**config.mk**
```make
export PLATFORM = sky130hd
export DESIGN_NAME = exc_entry_unit
export DESIGN_NICKNAME = d
export VERILOG_FILES = /design/src/rtl/exc_entry_pkg.sv /design/src/rtl/exc_entry_ctrl.sv /design/src/rtl/exc_entry_dp.sv /design/src/rtl/exc_entry_unit.sv
export SDC_FILE = /design/constraint.sdc
export NUM_CORES = 1
export LEC_CHECK = 0
export ABC_CLOCK_PERIOD_IN_PS = 1760
export BUFFER_PORTS_ARGS = -buffer_cell sky130_fd_sc_hd__buf_2
export CORE_AREA = 4 4 187 189
export CTS_BUF_LIST = sky130_fd_sc_hd__clkbuf_8
export DETAILED_ROUTE_END_ITERATION = 12
export DIE_AREA = 0 0 191 193
export GPL_TIMING_DRIVEN = 1
export SYNTH_ARGS = -nofsm -noshare
export SYNTH_HDL_FRONTEND = slang
export SYNTH_HIERARCHICAL = 1
export SYNTH_SLANG_ARGS = --single-unit
```
**constraint.sdc**
```tcl
create_clock -name clk -period 1.76 [get_ports clk]
set_clock_uncertainty 0.05 [all_clocks]
set_input_delay 0.264 -clock clk [delete_from_list [all_inputs] [get_ports clk]]
set_output_delay 0.264 -clock clk [all_outputs]
set_load 0.01 [all_outputs]
```
**src/rtl/exc_entry_pkg.sv**
```systemverilog
package exc_entry_pkg;
  localparam int XlenW    = 64;
  localparam int CodeW    = 5;
  localparam int CauseW   = 5;
  localparam int VpnLo    = 13;
  localparam int Vpn32Hi  = 31;
  localparam int VpnXHi   = 39;
  localparam int RegionHi = XlenW - 1;
  localparam int RegionLo = XlenW - 2;
  localparam int CtxW     = Vpn32Hi - VpnLo + 1;
  localparam int XCtxW    = VpnXHi - VpnLo + 1;
  localparam int RegionW  = RegionHi - RegionLo + 1;
  localparam int OffW     = 12;

  localparam logic [XlenW-1:0] BaseBoot   = 64'hFFFF_FFFF_BFC0_0200;
  localparam logic [XlenW-1:0] BaseNormal = 64'hFFFF_FFFF_8000_0000;
  localparam logic [OffW-1:0]  OffCommon  = 12'h180;
  localparam logic [OffW-1:0]  OffRefill  = 12'h080;
  localparam logic [OffW-1:0]  OffTrap    = 12'h280;

  typedef enum logic [CauseW-1:0] {
    CauseIrq        = 5'd0,
    CauseTlbMod     = 5'd1,
    CauseTlbLoad    = 5'd2,
    CauseTlbStore   = 5'd3,
    CauseAddrLoad   = 5'd4,
    CauseAddrStore  = 5'd5,
    CauseSyscall    = 5'd6,
    CauseBreak      = 5'd7,
    CauseResvInstr  = 5'd8,
    CauseCopUnusable = 5'd9,
    CauseOverflow   = 5'd10,
    CauseTrap       = 5'd11,
    CauseCop2Exc    = 5'd12,
    CauseCop2Trap   = 5'd13,
    CauseRefillLoad = 5'd14,
    CauseRefillStore = 5'd15,
    CauseInvLoad    = 5'd16,
    CauseInvStore   = 5'd17,
    CauseMachCheck  = 5'd18
  } cause_e;

  typedef enum logic [1:0] {
    VecCommon = 2'd0,
    VecRefill = 2'd1,
    VecTrap   = 2'd2
  } vec_e;

  typedef struct packed {
    logic             capture;
    logic             saveEpc;
    logic             loadBad;
    logic             loadCtx;
    logic [CodeW-1:0] code;
    vec_e             vecSel;
  } strobe_t;
endpackage

```
**src/rtl/exc_entry_ctrl.sv**
```systemverilog
module exc_entry_ctrl
  import exc_entry_pkg::*;
(
  input  logic              excReq,
  input  logic [CauseW-1:0] excCause,
  input  logic              statusExl,
  output strobe_t           stb
);
  logic [CodeW-1:0] codeSel;
  logic             tlbClass;
  logic             addrClass;
  logic             refillClass;
  logic             trapClass;

  always_comb begin
    codeSel     = 5'h18;
    tlbClass    = 1'b0;
    addrClass   = 1'b0;
    refillClass = 1'b0;
    trapClass   = 1'b0;
    case (excCause)
      CauseIrq:         codeSel = 5'h00;
      CauseTlbMod:      begin codeSel = 5'h01; tlbClass = 1'b1; end
      CauseTlbLoad:     begin codeSel = 5'h02; tlbClass = 1'b1; end
      CauseTlbStore:    begin codeSel = 5'h03; tlbClass = 1'b1; end
      CauseAddrLoad:    begin codeSel = 5'h04; addrClass = 1'b1; end
      CauseAddrStore:   begin codeSel = 5'h05; addrClass = 1'b1; end
      CauseSyscall:     codeSel = 5'h08;
      CauseBreak:       codeSel = 5'h09;
      CauseResvInstr:   codeSel = 5'h0A;
      CauseCopUnusable: codeSel = 5'h0B;
      CauseOverflow:    codeSel = 5'h0C;
      CauseTrap:        codeSel = 5'h0D;
      CauseCop2Exc:     codeSel = 5'h12;
      CauseCop2Trap:    begin codeSel = 5'h12; trapClass = 1'b1; end
      CauseRefillLoad:  begin codeSel = 5'h02; tlbClass = 1'b1; refillClass = 1'b1; end
      CauseRefillStore: begin codeSel = 5'h03; tlbClass = 1'b1; refillClass = 1'b1; end
      CauseInvLoad:     begin codeSel = 5'h02; tlbClass = 1'b1; end
      CauseInvStore:    begin codeSel = 5'h03; tlbClass = 1'b1; end
      default:          codeSel = 5'h18;
    endcase
  end

  always_comb begin
    stb.capture = excReq;
    stb.saveEpc = excReq && !statusExl;
    stb.loadBad = excReq && (tlbClass || addrClass);
    stb.loadCtx = excReq && tlbClass;
    stb.code    = codeSel;
    if (statusExl)        stb.vecSel = VecCommon;
    else if (refillClass) stb.vecSel = VecRefill;
    else if (trapClass)   stb.vecSel = VecTrap;
    else                  stb.vecSel = VecCommon;
  end
endmodule

```
**src/rtl/exc_entry_dp.sv**
```systemverilog
module exc_entry_dp
  import exc_entry_pkg::*;
(
  input  logic               clk,
  input  logic               rstN,
  input  strobe_t            stb,
  input  logic [XlenW-1:0]   curPc,
  input  logic               inDelaySlot,
  input  logic               statusBev,
  input  logic [XlenW-1:0]   faultAddr,
  input  logic [XlenW-1:0]   baseOffset,
  output logic [XlenW-1:0]   epcOut,
  output logic               causeBd,
  output logic [CodeW-1:0]   causeCode,
  output logic               exlOut,
  output logic [XlenW-1:0]   badVaddr,
  output logic [CtxW-1:0]    ctxBadVpn2,
  output logic [XCtxW-1:0]   xctxBadVpn2,
  output logic [RegionW-1:0] xctxRegion,
  output logic [XCtxW-1:0]   hiVpn2,
  output logic [RegionW-1:0] hiRegion,
  output logic [XlenW-1:0]   nextPc,
  output logic               redirect
);
  logic [OffW-1:0]  vecOff;
  logic [XlenW-1:0] vecBase;
  logic [XlenW-1:0] target;

  always_comb begin
    case (stb.vecSel)
      VecRefill: vecOff = OffRefill;
      VecTrap:   vecOff = OffTrap;
      default:   vecOff = OffCommon;
    endcase
    vecBase = statusBev ? BaseBoot : BaseNormal;
    target  = vecBase + {{(XlenW-OffW){vecOff[OffW-1]}}, vecOff} - baseOffset;
  end

  always_ff @(posedge clk or negedge rstN) begin
    if (!rstN) begin
      epcOut      <= '0;
      causeBd     <= 1'b0;
      causeCode   <= '0;
      exlOut      <= 1'b0;
      badVaddr    <= '0;
      ctxBadVpn2  <= '0;
      xctxBadVpn2 <= '0;
      xctxRegion  <= '0;
      hiVpn2      <= '0;
      hiRegion    <= '0;
      nextPc      <= '0;
      redirect    <= 1'b0;
    end else begin
      redirect <= stb.capture;
      if (stb.capture) begin
        causeCode <= stb.code;
        exlOut    <= 1'b1;
        nextPc    <= target;
      end
      if (stb.saveEpc) begin
        epcOut  <= inDelaySlot ? curPc - XlenW'(4) : curPc;
        causeBd <= inDelaySlot;
      end
      if (stb.loadBad) badVaddr <= faultAddr;
      if (stb.loadCtx) begin
        ctxBadVpn2  <= faultAddr[Vpn32Hi:VpnLo];
        xctxBadVpn2 <= faultAddr[VpnXHi:VpnLo];
        hiVpn2      <= faultAddr[VpnXHi:VpnLo];
        xctxRegion  <= faultAddr[RegionHi:RegionLo];
        hiRegion    <= faultAddr[RegionHi:RegionLo];
      end
    end
  end
endmodule

```
**src/rtl/exc_entry_unit.sv**
```systemverilog
module exc_entry_unit
  import exc_entry_pkg::*;
(
  input  logic               clk,
  input  logic               rstN,
  input  logic               excReq,
  input  logic [CauseW-1:0]  excCause,
  input  logic [XlenW-1:0]   curPc,
  input  logic               inDelaySlot,
  input  logic               statusExl,
  input  logic               statusBev,
  input  logic [XlenW-1:0]   faultAddr,
  input  logic [XlenW-1:0]   baseOffset,
  output logic [XlenW-1:0]   epcOut,
  output logic               causeBd,
  output logic [CodeW-1:0]   causeCode,
  output logic               exlOut,
  output logic [XlenW-1:0]   badVaddr,
  output logic [CtxW-1:0]    ctxBadVpn2,
  output logic [XCtxW-1:0]   xctxBadVpn2,
  output logic [RegionW-1:0] xctxRegion,
  output logic [XCtxW-1:0]   hiVpn2,
  output logic [RegionW-1:0] hiRegion,
  output logic [XlenW-1:0]   nextPc,
  output logic               redirect
);
  strobe_t stb;

  exc_entry_ctrl u_ctrl (
    .excReq    (excReq),
    .excCause  (excCause),
    .statusExl (statusExl),
    .stb       (stb)
  );

  exc_entry_dp u_dp (
    .clk         (clk),
    .rstN        (rstN),
    .stb         (stb),
    .curPc       (curPc),
    .inDelaySlot (inDelaySlot),
    .statusBev   (statusBev),
    .faultAddr   (faultAddr),
    .baseOffset  (baseOffset),
    .epcOut      (epcOut),
    .causeBd     (causeBd),
    .causeCode   (causeCode),
    .exlOut      (exlOut),
    .badVaddr    (badVaddr),
    .ctxBadVpn2  (ctxBadVpn2),
    .xctxBadVpn2 (xctxBadVpn2),
    .xctxRegion  (xctxRegion),
    .hiVpn2      (hiVpn2),
    .hiRegion    (hiRegion),
    .nextPc      (nextPc),
    .redirect    (redirect)
  );
endmodule

```
==> results.md, run 1 <==
* Final period util at 138%
* Max H-tree Level at 2
* Final Max Tran Viols at 0
* Largest net degree at the start of global routing at 49
* Area used by multi-input combinational logic at 6820 um^2
* Row count at 67
* Syn Inst Count at about 1,200
* GPL Wtd Cong at 0.916
* Non-filler cells, final at 2,505
* Root Driver: clkbuf_8
* Synth area leaders: dfrtp_1 46%, mux2_2 12%, xor2_1 4.4%
* Most used DFF post-synth: dfrtp_1
* CTS tree: built
* Hold Fails Final Rpt at 0
* RSZ-0062 raised after global routing: yes
* Clk slew on worst S/H paths at around 50 ps
* Total clock sinks at 229
* Max-cap violations at 0
* First-pass GRT wire length at 70,200 um
* Mapped Nets at ~1,400
* Routed vias at 12,500
* Starting Density at 37.1%
* Layout cell share with drive strength beyond 1 at 55.0%
* CP max FO at 9
* Number of synthesized flops with an enable pin at 0
* Iteration-0 DRC Markers at 585
* WHS at roughly 29 ps
* Fill cell count at around 2,800
* LEAKAGE at 9.42 nW
* Count of final setup violators at a little under 100
* FF+latch count, synth at 229
* Remaining Overflow, GRT at 0
* Hold-critical path depth at 3
* Most frequent cell after synthesis: dfrtp_1
* Die Span X at 191 um
* Element type at the critical path end: flip-flop
* Initial antenna violation count at 1
* Synth cell types at between 70 and 80
* End-of-flow core utilization at 60.4%
* I/O Buffers at 479
* Final min period at 2430 ps
* Final wirelength at 47,500 um
* Drt pass-1 iters at 5
* Worst Slack Setup Final at -668 ps
* FFs w/ async S/R, synth at 100%
* Hold Crit Start: curPc[59]
* CTS Buf Count at 40
* DRC violations left at 0
* Status: finished with violations
* Max Fclk at approximately 0.4 GHz
* Max-slew headroom at 57.6%
* Total GRT Usage at about a quarter
* Crit-path max cell delay at 360 ps
* Critical path data required time at about 2100 ps
* CP most frequent cell: ha_4
* CP Cell Sequence: buf_6, nand2b_4, nor3_2, inv_1, ha_4, ha_4, ha_4, buf_6, or3_4, nand4_1, a21oi_2, buf_12, o31a_1, o31ai_1
* Total power at 16.7 mW
* Reg-to-reg slack, setup at 800 ps
* CP Class: input port to flip-flop
* Crit Reg-Reg Endpoint: u_dp/nextPc[44]
* WL/cell at 19.0 um
* Syn-to-layout area delta at 62.8%
* Num ports at 480
* CTS max path bufs at 3
* # nets final at 2,251
* Syn Area/Cell at 10.3 um^2
* Slew of the pin with the lowest slew margin at approximately 630 ps
* Routed Antenna Nets at 0
* Cell at the slowest stage of the critical path: or3_4
* Worst VDD drop at ~0.55 mV
* Area leader, netlist: dfrtp_1
* Die Y at between 150 and 200 um
* Share of Yosys cell area claimed by the top area cell type at between 40% and 50%
* Core ar. at 33,300 um^2
* Hold Crit Endpoint: u_dp/epcOut[59]
* Synth warn at 6
* Syn Std Cell Area at 12,400 um^2
* Post-DP HPWL at 36,100 um
* Pwr dens at 831 nW/um^2
* Worst Hold Class: input port to flip-flop
* Type of origin of the critical path: input port
* Reg2Reg Depth at 1
* Sequential cell area at around 5700 um^2
* Failing checks: setup timing
* Number of global-route vias before repair at between 10,000 and 15,000
* Top cells by count, synth: 229 x dfrtp_1, 131 x mux2_2, 122 x nor2_1, 91 x a21oi_1, 63 x nand2_1
* Sequential share of the synthesized area at 46.4%
* R2R Path Start: u_dp/nextPc[44]
* Vias/cell at 5.00
* Clk Latency, worst-skew pair at 530 ps
* Worst EP arrival at about 2800 ps
* DP Cell Count at 2,331
* Full die area at 36,900 um^2
==> layout make-up <==
| type | count | share of cell area, % |
|---|---|---|
| Multi-Input combinational cell | 845 | 33.9 |
| Timing Repair Buffer | 891 | 30.6 |
| Sequential cell | 229 | 28.5 |
| Clock buffer | 46 | 3.15 |
| Tap cell | 448 | 2.79 |
| Inverter | 26 | 0.560 |
| Clock inverter | 18 | 0.541 |
| Antenna cell | 2 | 0.0249 |
==> worst max-delay path: cells and delay by family <==
| family | cells | cell delay [ps] |
|---|---|---|
| compound gates | 3 | 630 |
| fa+ha+maj | 3 | 650 |
| buf+inv | 4 | 440 |
| simple gates | 4 | 810 |
==> power breakdown <==
part	internal [mW]	total [mW]	leakage, nW	switching (mW)
clock network	2.51	4.69	0.417	2.18
registers	6.21	6.85	2.66	0.647
logic	2.56	5.18	6.35	2.62
==> cells by family (layout without fill, tap and decap cells) <==
| kind of cell | after synthesis | in the layout | synth area share (%) |
|---|---|---|---|
| and+or+nand+nor | 409 | 409 | 17.6 |
| DFF | 229 | 229 | 46.4 |
| AOI/OAI and AO/OA | 189 | 189 | 9.75 |
| muxes | 137 | 137 | 12.4 |
| buffers and inverters | 130 | 981 | 5.65 |
| xor gates and xnor gates | 95 | 95 | 6.73 |
| adders and majority gates | 15 | 15 | 1.52 |
| other | 0 | 2 | 0 |
==> state kept, by name (all words and copies together), names as in the netlist <==
register and flops:
u_dp/badVaddr 64, u_dp/epcOut 64, u_dp/nextPc 64, u_dp/ctxBadVpn2 18, u_dp/hiVpn2 9, u_dp/causeCode 5
u_dp/hiRegion 2, u_dp/causeBd 1, u_dp/exlOut 1, u_dp/redirect 1
==> worst max path at each step <==
stage / from / to / slack (ps) / cells after the start
final: excCause[4] / u_dp/nextPc[58] / -670 / 14
after global routing: excCause[4] / u_dp/nextPc[54] / -840 / 13
after CTS: excCause[4] / u_dp/nextPc[58] / -640 / 14
after detailed placement: excCause[4] / u_dp/nextPc[36] / -1410 / 13
after global placement: excCause[4] / u_dp/nextPc[56] / -1330 / 13
after floorplan: excCause[4] / u_dp/nextPc[48] / -1200 / 12
==> what timing repair did <==
item / in CTS / in global routing
gates resized for setup: 106 / 52
setup endpoints to repair: 99 / 98
endpoints found under the hold margin: 226 / 0
cloned: 2 / 0
setup buffers: 24 / 7
hold buffers: 76 / 0
pin swaps: 105 / 58
==> metal layers <==
| layer | up-vias | share of wire, % | track usage [%] |
|---|---|---|---|
| met3 | 100 | 7.8 | 6.05 |
| met1 | 6022 | 38 | 27.9 |
| met5 | - | 0.027 | 0 |
| met4 | 2 | 3.9 | 9.50 |
| met2 | 476 | 50 | 43.5 |
| li1 | 5915 | - | - |
==> through the flow <==
stage	setup slack [ps]	instance area (um^2)	TNS [ps]
2_1_floorplan	-1200	12800	-78400
3_3_place_gp	-1330	17600	-124090
3_5_place_dp	-1410	17600	-128040
4_1_cts	-641	19800	-29940
5_1_grt	-842	20100	-42070
6_report	-668	20100	-33830
==> cell usage in the layout, fill, tap and decap left out, types with 10 or more instances in the layout <==
cell,count
nor2_1,117
nor3_1,20
or3_1,11
o31ai_1,14
buf_2,469
nand3_2,15
dfrtp_1,229
a21oi_1,87
nand2_1,54
nand4_1,35
inv_1,32
buf_6,33
o21ai_0,10
clkbuf_8,46
mux2_2,112
nand3_1,14
mux2_4,19
nor4_1,11
xor2_1,55
nand4b_1,11
buf_12,20
xnor2_1,28
buf_4,287
dlygate4sd3_1,76
Note: power is estimated with default switching activity, not from simulation.
==> run 2, diff against run 1 <==
--- a/config.mk
+++ b/config.mk
@@ -5,13 +5,14 @@
 export SDC_FILE = /design/constraint.sdc
 export NUM_CORES = 1
 export LEC_CHECK = 0
-export ABC_CLOCK_PERIOD_IN_PS = 1760
+export ABC_AREA = 1
 export BUFFER_PORTS_ARGS = -buffer_cell sky130_fd_sc_hd__buf_2
-export CORE_AREA = 4 4 187 189
+export CORE_MARGIN = 4
+export CORE_UTILIZATION = 40
 export CTS_BUF_LIST = sky130_fd_sc_hd__clkbuf_8
 export DETAILED_ROUTE_END_ITERATION = 12
-export DIE_AREA = 0 0 191 193
 export GPL_TIMING_DRIVEN = 1
+export PLACE_DENSITY = 0.66
 export SYNTH_ARGS = -nofsm -noshare
 export SYNTH_HDL_FRONTEND = slang
 export SYNTH_HIERARCHICAL = 1
==> results.md, run 2 <==
* Status: finished with violations
* Failing checks: setup timing
* Remaining Overflow, GRT at 0 (unchanged)
* Syn Area/Cell at 7.44 um^2 (-28%)
* Clk Latency, worst-skew pair at 550 ps (+20 ps)
* FFs w/ async S/R, synth at 100% (unchanged)
* I/O Buffers at 479 (unchanged)
* Most used DFF post-synth: dfrtp_1
* Regs by FF count: u_dp/badVaddr x64, u_dp/epcOut x64, u_dp/nextPc x64
* Total power at 18.2 mW (+8.5%)
* Synth warn at 6 (unchanged)
* LEAKAGE at 11.4 nW (+21%)
* Synth cell types at 41 (-42%)
* Area leader, netlist: dfrtp_1
* Routed vias at 15,600 (+24%)
* Row count at 67 (unchanged)
* Full die area at 37,800 um^2 (+2.4%)
* Vias/cell at 4.92 (-1.5%)
* Routed Antenna Nets at 0 (unchanged)
* Top cells by count, synth: 595 x nand2_1, 229 x dfrtp_1, 220 x inv_1, 207 x nor2_1, 153 x nand3_1
* RSZ-0062 raised after global routing: yes
* Hold Fails Final Rpt at 0 (unchanged)
* Pwr dens at 842 nW/um^2 (+1.3%)
* Iteration-0 DRC Markers at 1,022 (+75%)
* CTS max path bufs at 3 (unchanged)
* Total clock sinks at 229 (unchanged)
* Critical path data required time at 2210 ps (+70 ps)
* Max H-tree Level at 2 (unchanged)
* Element type at the critical path end: flip-flop
* Count of final setup violators at 119 (+21%)
* Die Y at 194 um (+0.67%)
* Max-cap violations at 0 (unchanged)
* Clk slew on worst S/H paths at 80 ps (+30 ps)
* Most frequent cell after synthesis: nand2_1
* Fill cell count at 2,866 (+2.7%)
* Comb pwr share at 29.0% (-2.0 points)
* CP Class: input port to flip-flop
* GPL Wtd Cong at 0.958 (+4.5%)
* Commonest non-fill, non-tap cells in the layout: 542 x nand2_1, 472 x buf_2, 229 x dfrtp_1
* Initial antenna violation count at 0 (-1)
* Sequential share of the synthesized area at 41.3% (-5.1 points)
* Starting Density at 41.0% (+3.9 points)
* Synth area leaders: dfrtp_1 41%, nand2_1 16%, mux2_2 7.5%
* CTS tree: built
* Layout cell share with drive strength beyond 1 at 38.3% (-17 points)
* Syn-to-layout area delta at 55.3%
* Drt pass-1 iters at 5 (unchanged)
* Final period util at 127% (-11 points)
* Total GRT Usage at 27.5% (+3.3 points)
* WL/cell at 17.6 um (-7.4%)
* Max-slew headroom at 62.0% (+4.4 points)
* Core ar. at 33,900 um^2 (+1.8%)
* Worst VDD drop at 0.821 mV (+49%)
* Max Fclk at 0.447 GHz (+8.6%)
* Commonest non-fill, non-tap cell in the layout: nand2_1
* First-pass GRT wire length at 84,000 um (+20%)
* CP max FO at 6 (-3)
* Post-route setup TNS at -32,830 ps (+1010 ps)
* Number of synthesized flops with an enable pin at 0 (unchanged)
* NetSw at 5.86 mW (+7.6%)
* Antenna Cells at 0 (-2)
* Die Span X at 194 um (+1.7%)
* Share of Yosys cell area claimed by the top area cell type at 41.3% (-5.1 points)
* Number of global-route vias before repair at 15,500 (+21%)
* Syn Std Cell Area at 13,900 um^2 (+12%)
* Syn Inst Count at 1,866 (+55%)
* Worst Slack Setup Final at -475 ps (+193 ps)
* Post-DP HPWL at 41,500 um (+15%)
* Type of origin of the critical path: input port
* Worst EP arrival at 2690 ps (-120 ps)
* Largest net degree at the start of global routing at 83 (+69%)
* Worst Hold Class: input port to flip-flop
* Final min period at 2240 ps (-193 ps)
* P_int at 12.3 mW (+9.0%)
* Final Max Tran Viols at 0 (unchanged)
* FF+latch count, synth at 229 (unchanged)
* Clock share of power at 33.3% (+5.2 points)
* Num ports at 480 (unchanged)
* Mapped Nets at 2,084 (+47%)
* CTS Buf Count at 41 (+2.5%)
* DRC violations left at 0 (unchanged)
* Slew of the pin with the lowest slew margin at 570 ps (-63.7 ps)
* Final wirelength at 55,500 um (+17%)
* Root Driver: clkbuf_8
* Sequential share of power at 37.7% (-3.3 points)
* Net Sw Frac at 32.3% (-0.28 points)
* # nets final at 2,897 (+29%)
## run 2: cell families (layout without fill, tap and decap cells)
kind of cell	Yosys count	after routing	share of synthesized area, %
compound gates	103	103	3.97
xor+xnor	54	54	3.41
fa+ha+maj	15	15	1.35
buf+inv	317	1161	10.1
flops	229	229	41.3
mux	93	93	7.54
simple gates	1055	1057	32.3
## run 2: timing repair
action	4_1_cts	5_1_grt
endpoints found under the setup margin	55	154
hold buffers	149	0
setup buffers	14	13
gates cloned	0	10
endpoints found under the hold margin	404	0
gates resized for setup	67	105
pin swaps	18	54
## run 2: worst max-delay path, cell delays in order
cell and delay [ps]:
buf_8 100, nor2_4 110, nand3_2 90, nor4_2 280, ha_2 240, ha_4 210
ha_4 310, nand2_4 60, inv_4 70, nand2_1 80, nor2_1 110, nand2_1 100
nand2_4 130, nand3_4 110, nand2_4 120, xor2_1 140, nand2_1 70, nand2_1 80
## run 2: path summary, 6_finish.rpt
check                                    from                  to  slack [ps]  cells after the start
max                               excCause[4]     u_dp/nextPc[35]        -480                     18
min                            baseOffset[47]     u_dp/nextPc[47]          30                      4
max reg2reg                u_dp/ctxBadVpn2[2]  u_dp/ctxBadVpn2[2]         850                      1
min reg2reg                   u_dp/epcOut[39]     u_dp/epcOut[39]         420                      2
max in group asynchronous                rstN   u_dp/badVaddr[33]         920                      3
min in group asynchronous                rstN     u_dp/nextPc[60]          60                      2
## run 2: cell type report
type | count | area (um^2) | share of cell area, %
inverters | 227 | 857 | 3.98
well taps | 448 | 561 | 2.60
multi-input cells | 1322 | 7440 | 34.5
flip-flops and latches | 229 | 5730 | 26.6
clock inverters | 22 | 259 | 1.20
repair buffers | 858 | 5970 | 27.7
clock buffers | 54 | 743 | 3.45
## run 2: layer usage
layer / global-route usage, % / part of all wire [%]
met5: 0 / 0
met4: 12.5 / 4.9
met3: 6.87 / 7.8
met2: 46.8 / 48
met1: 32.9 / 39
## run 2: through the flow
stage	cell area [um^2]	setup slack (ps)	cells	util [%]	hold slack, ps
2_1_floorplan	14000	-756	1866	-	-81.6
3_3_place_gp	18100	-989	2904	53.4	71.0
3_5_place_dp	18100	-1050	2904	53.4	73.4
4_1_cts	20900	-359	3143	61.8	0.296
5_1_grt	21600	-509	3160	63.7	23.2
6_report	21600	-475	3160	63.7	25.6
## run 2: power by group through the flow
stage	sequential, mW	clock [mW]	combinational (mW)
after floorplan	7.27	0	2.11
after global placement	6.86	0	4.68
after detailed placement	6.90	0	4.75
after CTS	6.82	6.19	5.10
after global routing	6.95	6.44	5.67
final	6.85	6.04	5.26
==> run 3, diff against run 2 <==
==> constraint.sdc (replaced) <==
create_clock -name clk -period 1.76 [get_ports clk]
set_clock_uncertainty 0.05 [all_clocks]
set_input_delay 0.528 -clock clk [delete_from_list [all_inputs] [get_ports clk]]
set_output_delay 0.528 -clock clk [all_outputs]
set_load 0.01 [all_outputs]
==> results.md, run 3 (same netlist as run 2, synthesis figures left out) <==
* Status: finished with violations
* Failing checks: setup timing
* Commonest non-fill, non-tap cell in the layout: nand2_1
* GRT met3 Usage at 5.68% (-1.2 points)
* GPL Wtd Cong at 0.970 (+1.3%)
* Critical path origin: excCause[4]
* Row count at 67 (unchanged)
* Slew of the pin with the lowest slew margin at 591 ps (+21.3 ps)
* Peak-usage layer in the global routing report: met2
* Type of origin of the critical path: input port
* Element type at the critical path end: flip-flop
* Reg2Reg Depth at 2 (+1)
* Worst Slack Setup Final at -637 ps (-162 ps)
* Crit Reg-Reg Endpoint: u_dp/ctxBadVpn2[9]
* Remaining Overflow, GRT at 0 (unchanged)
* Post-DP HPWL at 42,800 um (+3.4%)
* CTS Buf Count at 42 (+2.4%)
* Routed vias at 15,300 (-1.8%)
* Num ports at 480 (unchanged)
* Count of final setup violators at 104 (-13%)
* Die Y at 194 um (unchanged)
* Worst Hold Class: input port to flip-flop
* Clk Latency, worst-skew pair at 560 ps (about the same)
* Full die area at 37,800 um^2 (unchanged)
* Non-filler cells, final at 3,151 (-0.28%)
* I/O Buffers at 479 (unchanged)
* Critical path data required time at 2160 ps (-50 ps)
* # nets final at 2,883 (-0.48%)
* Total GRT Usage at 27.3% (-0.23 points)
* LEAKAGE at 11.5 nW (+1.6%)
* Reg-to-reg slack, setup at 750 ps (-100 ps)
* First-pass GRT wire length at 83,100 um (-1.1%)
* Met2 usage at 46.9% (+0.10 points)
* Final wirelength at 55,400 um (-0.11%)
* Commonest non-fill, non-tap cells in the layout: 531 x nand2_1, 421 x buf_2, 336 x buf_4
* Layout cell share with drive strength beyond 1 at 44.3% (+6.1 points)
* GRT met1 Usage at 33.5% (+0.64 points)
* Fill cell count at 2,981 (+4.0%)
* Total power at 18.5 mW (+2.2%)
* Core ar. at 33,900 um^2 (unchanged)
* Number of global-route vias before repair at 15,300 (-1.2%)
* Clk slew on worst S/H paths at 70 ps (about the same)
* Die Span X at 194 um (unchanged)
* Max Fclk at 0.417 GHz (-6.7%)
* CP Class: input port to flip-flop
* Max-cap violations at 0 (unchanged)
* Starting Density at 41.0% (unchanged)
* Worst EP arrival at 2800 ps (+110 ps)
* Iteration-0 DRC Markers at 882 (-14%)
* CTS max path bufs at 3 (unchanged)
* RSZ-0062 raised after global routing: yes
* Initial antenna violation count at 4 (+4)
* DRC violations left at 0 (unchanged)
* Regs by FF count: u_dp/badVaddr x64, u_dp/epcOut x64, u_dp/nextPc x64
* DP Cell Count at 3,036 (+4.5%)
* Drt pass-1 iters at 5 (unchanged)
* Hold Fails Final Rpt at 0 (unchanged)
* Vias/cell at 4.85 (-1.5%)
* Root Driver: clkbuf_8
* Routed Antenna Nets at 0 (unchanged)
* R2R Path Start: u_dp/ctxBadVpn2[9]
* Final period util at 136% (+9.2 points)
* Place WS at -1370 ps (-315 ps)
* Max-slew headroom at 60.6% (-1.4 points)
* Critical path destination: u_dp/nextPc[57]
* Pwr dens at 859 nW/um^2 (+2.0%)
* Total clock sinks at 229 (unchanged)
* Final min period at 2400 ps (+162 ps)
* Max H-tree Level at 2 (unchanged)
* CTS tree: built
* Syn-to-layout area delta at 55.6%
* Final Max Tran Viols at 0 (unchanged)
* Worst VDD drop at 0.675 mV (-18%)
* WL/cell at 17.6 um (+0.18%)
* CP max FO at 6 (unchanged)
* Largest net degree at the start of global routing at 59 (-29%)
[run 3: layout make-up]
type / instances / area [um^2] / share of cell area [%]
timing repair buffer: 844 / 5830 / 27.0
clock inverter: 23 / 209 / 0.967
clock buffer: 55 / 757 / 3.50
sequential: 229 / 5750 / 26.6
tap: 448 / 561 / 2.59
multi-input combinational: 1321 / 7610 / 35.3
antenna: 4 / 10.0 / 0.0463
inverter: 227 / 877 / 4.06
[run 3: per-stage QoR]
stage	cell area [um^2]	util [%]	TNS [ps]	hold slack, ps
4_1_cts	20800	61.5	-34940	60.1
3_3_place_gp	19200	56.7	-110070	398
2_1_floorplan	14300	-	-57570	182
3_5_place_dp	19200	56.7	-120790	405
5_1_grt	21600	63.8	-38920	84.7
6_report	21600	63.8	-31010	107
[run 3: how the worst min path moves through the flow]
stage               slack, ps           endpoint           from  depth (start not counted)
detailed placement        400        u_dp/exlOut    u_dp/exlOut                          1
finish                    110     u_dp/epcOut[1]       curPc[1]                          3
floorplan                 180   u_dp/badVaddr[0]           rstN                          0
global placement          400        u_dp/exlOut    u_dp/exlOut                          1
CTS                        60     u_dp/epcOut[1]       curPc[1]                          3
global route               80  u_dp/badVaddr[60]  faultAddr[60]                          2
[run 3: layer usage]
metal	share of wire, %	wire length [um]
met1	40	22400
met5	0	0
met3	6.7	3730
met2	48	26800
met4	4.4	2450
[run 3: worst max-delay path, cell delays in order]
cell and delay, ps:
buf_8 100, nor2_4 110, nand3_2 80, nor4_2 260
ha_2 250, ha_4 200, ha_4 300, nand2_2 70
inv_4 80, nand2_2 70, nor2_2 110, inv_1 70
nor2_2 130, nand2_1 110, nand2_2 90, nand2_2 50
nand2_1 60, nand2_1 40, nand3_1 50, nand2_1 60
[run 3: report_power, final]
part | leakage [nW] | internal, mW | switching (mW) | total (mW)
combinational | 8.26 | 2.90 | 2.85 | 5.76
sequential | 2.74 | 6.22 | 0.793 | 7.02
clock | 0.528 | 3.30 | 2.47 | 5.77
[run 3: timing repair]
action                                  in CTS  in global routing
pin swaps                                   39                 37
resized for setup                          130                143
hold endpoints to repair                    27                  0
hold buffers                                 1                  0
cloned                                       0                  7
buffers inserted                            16                 12
endpoints found under the setup margin     146                218
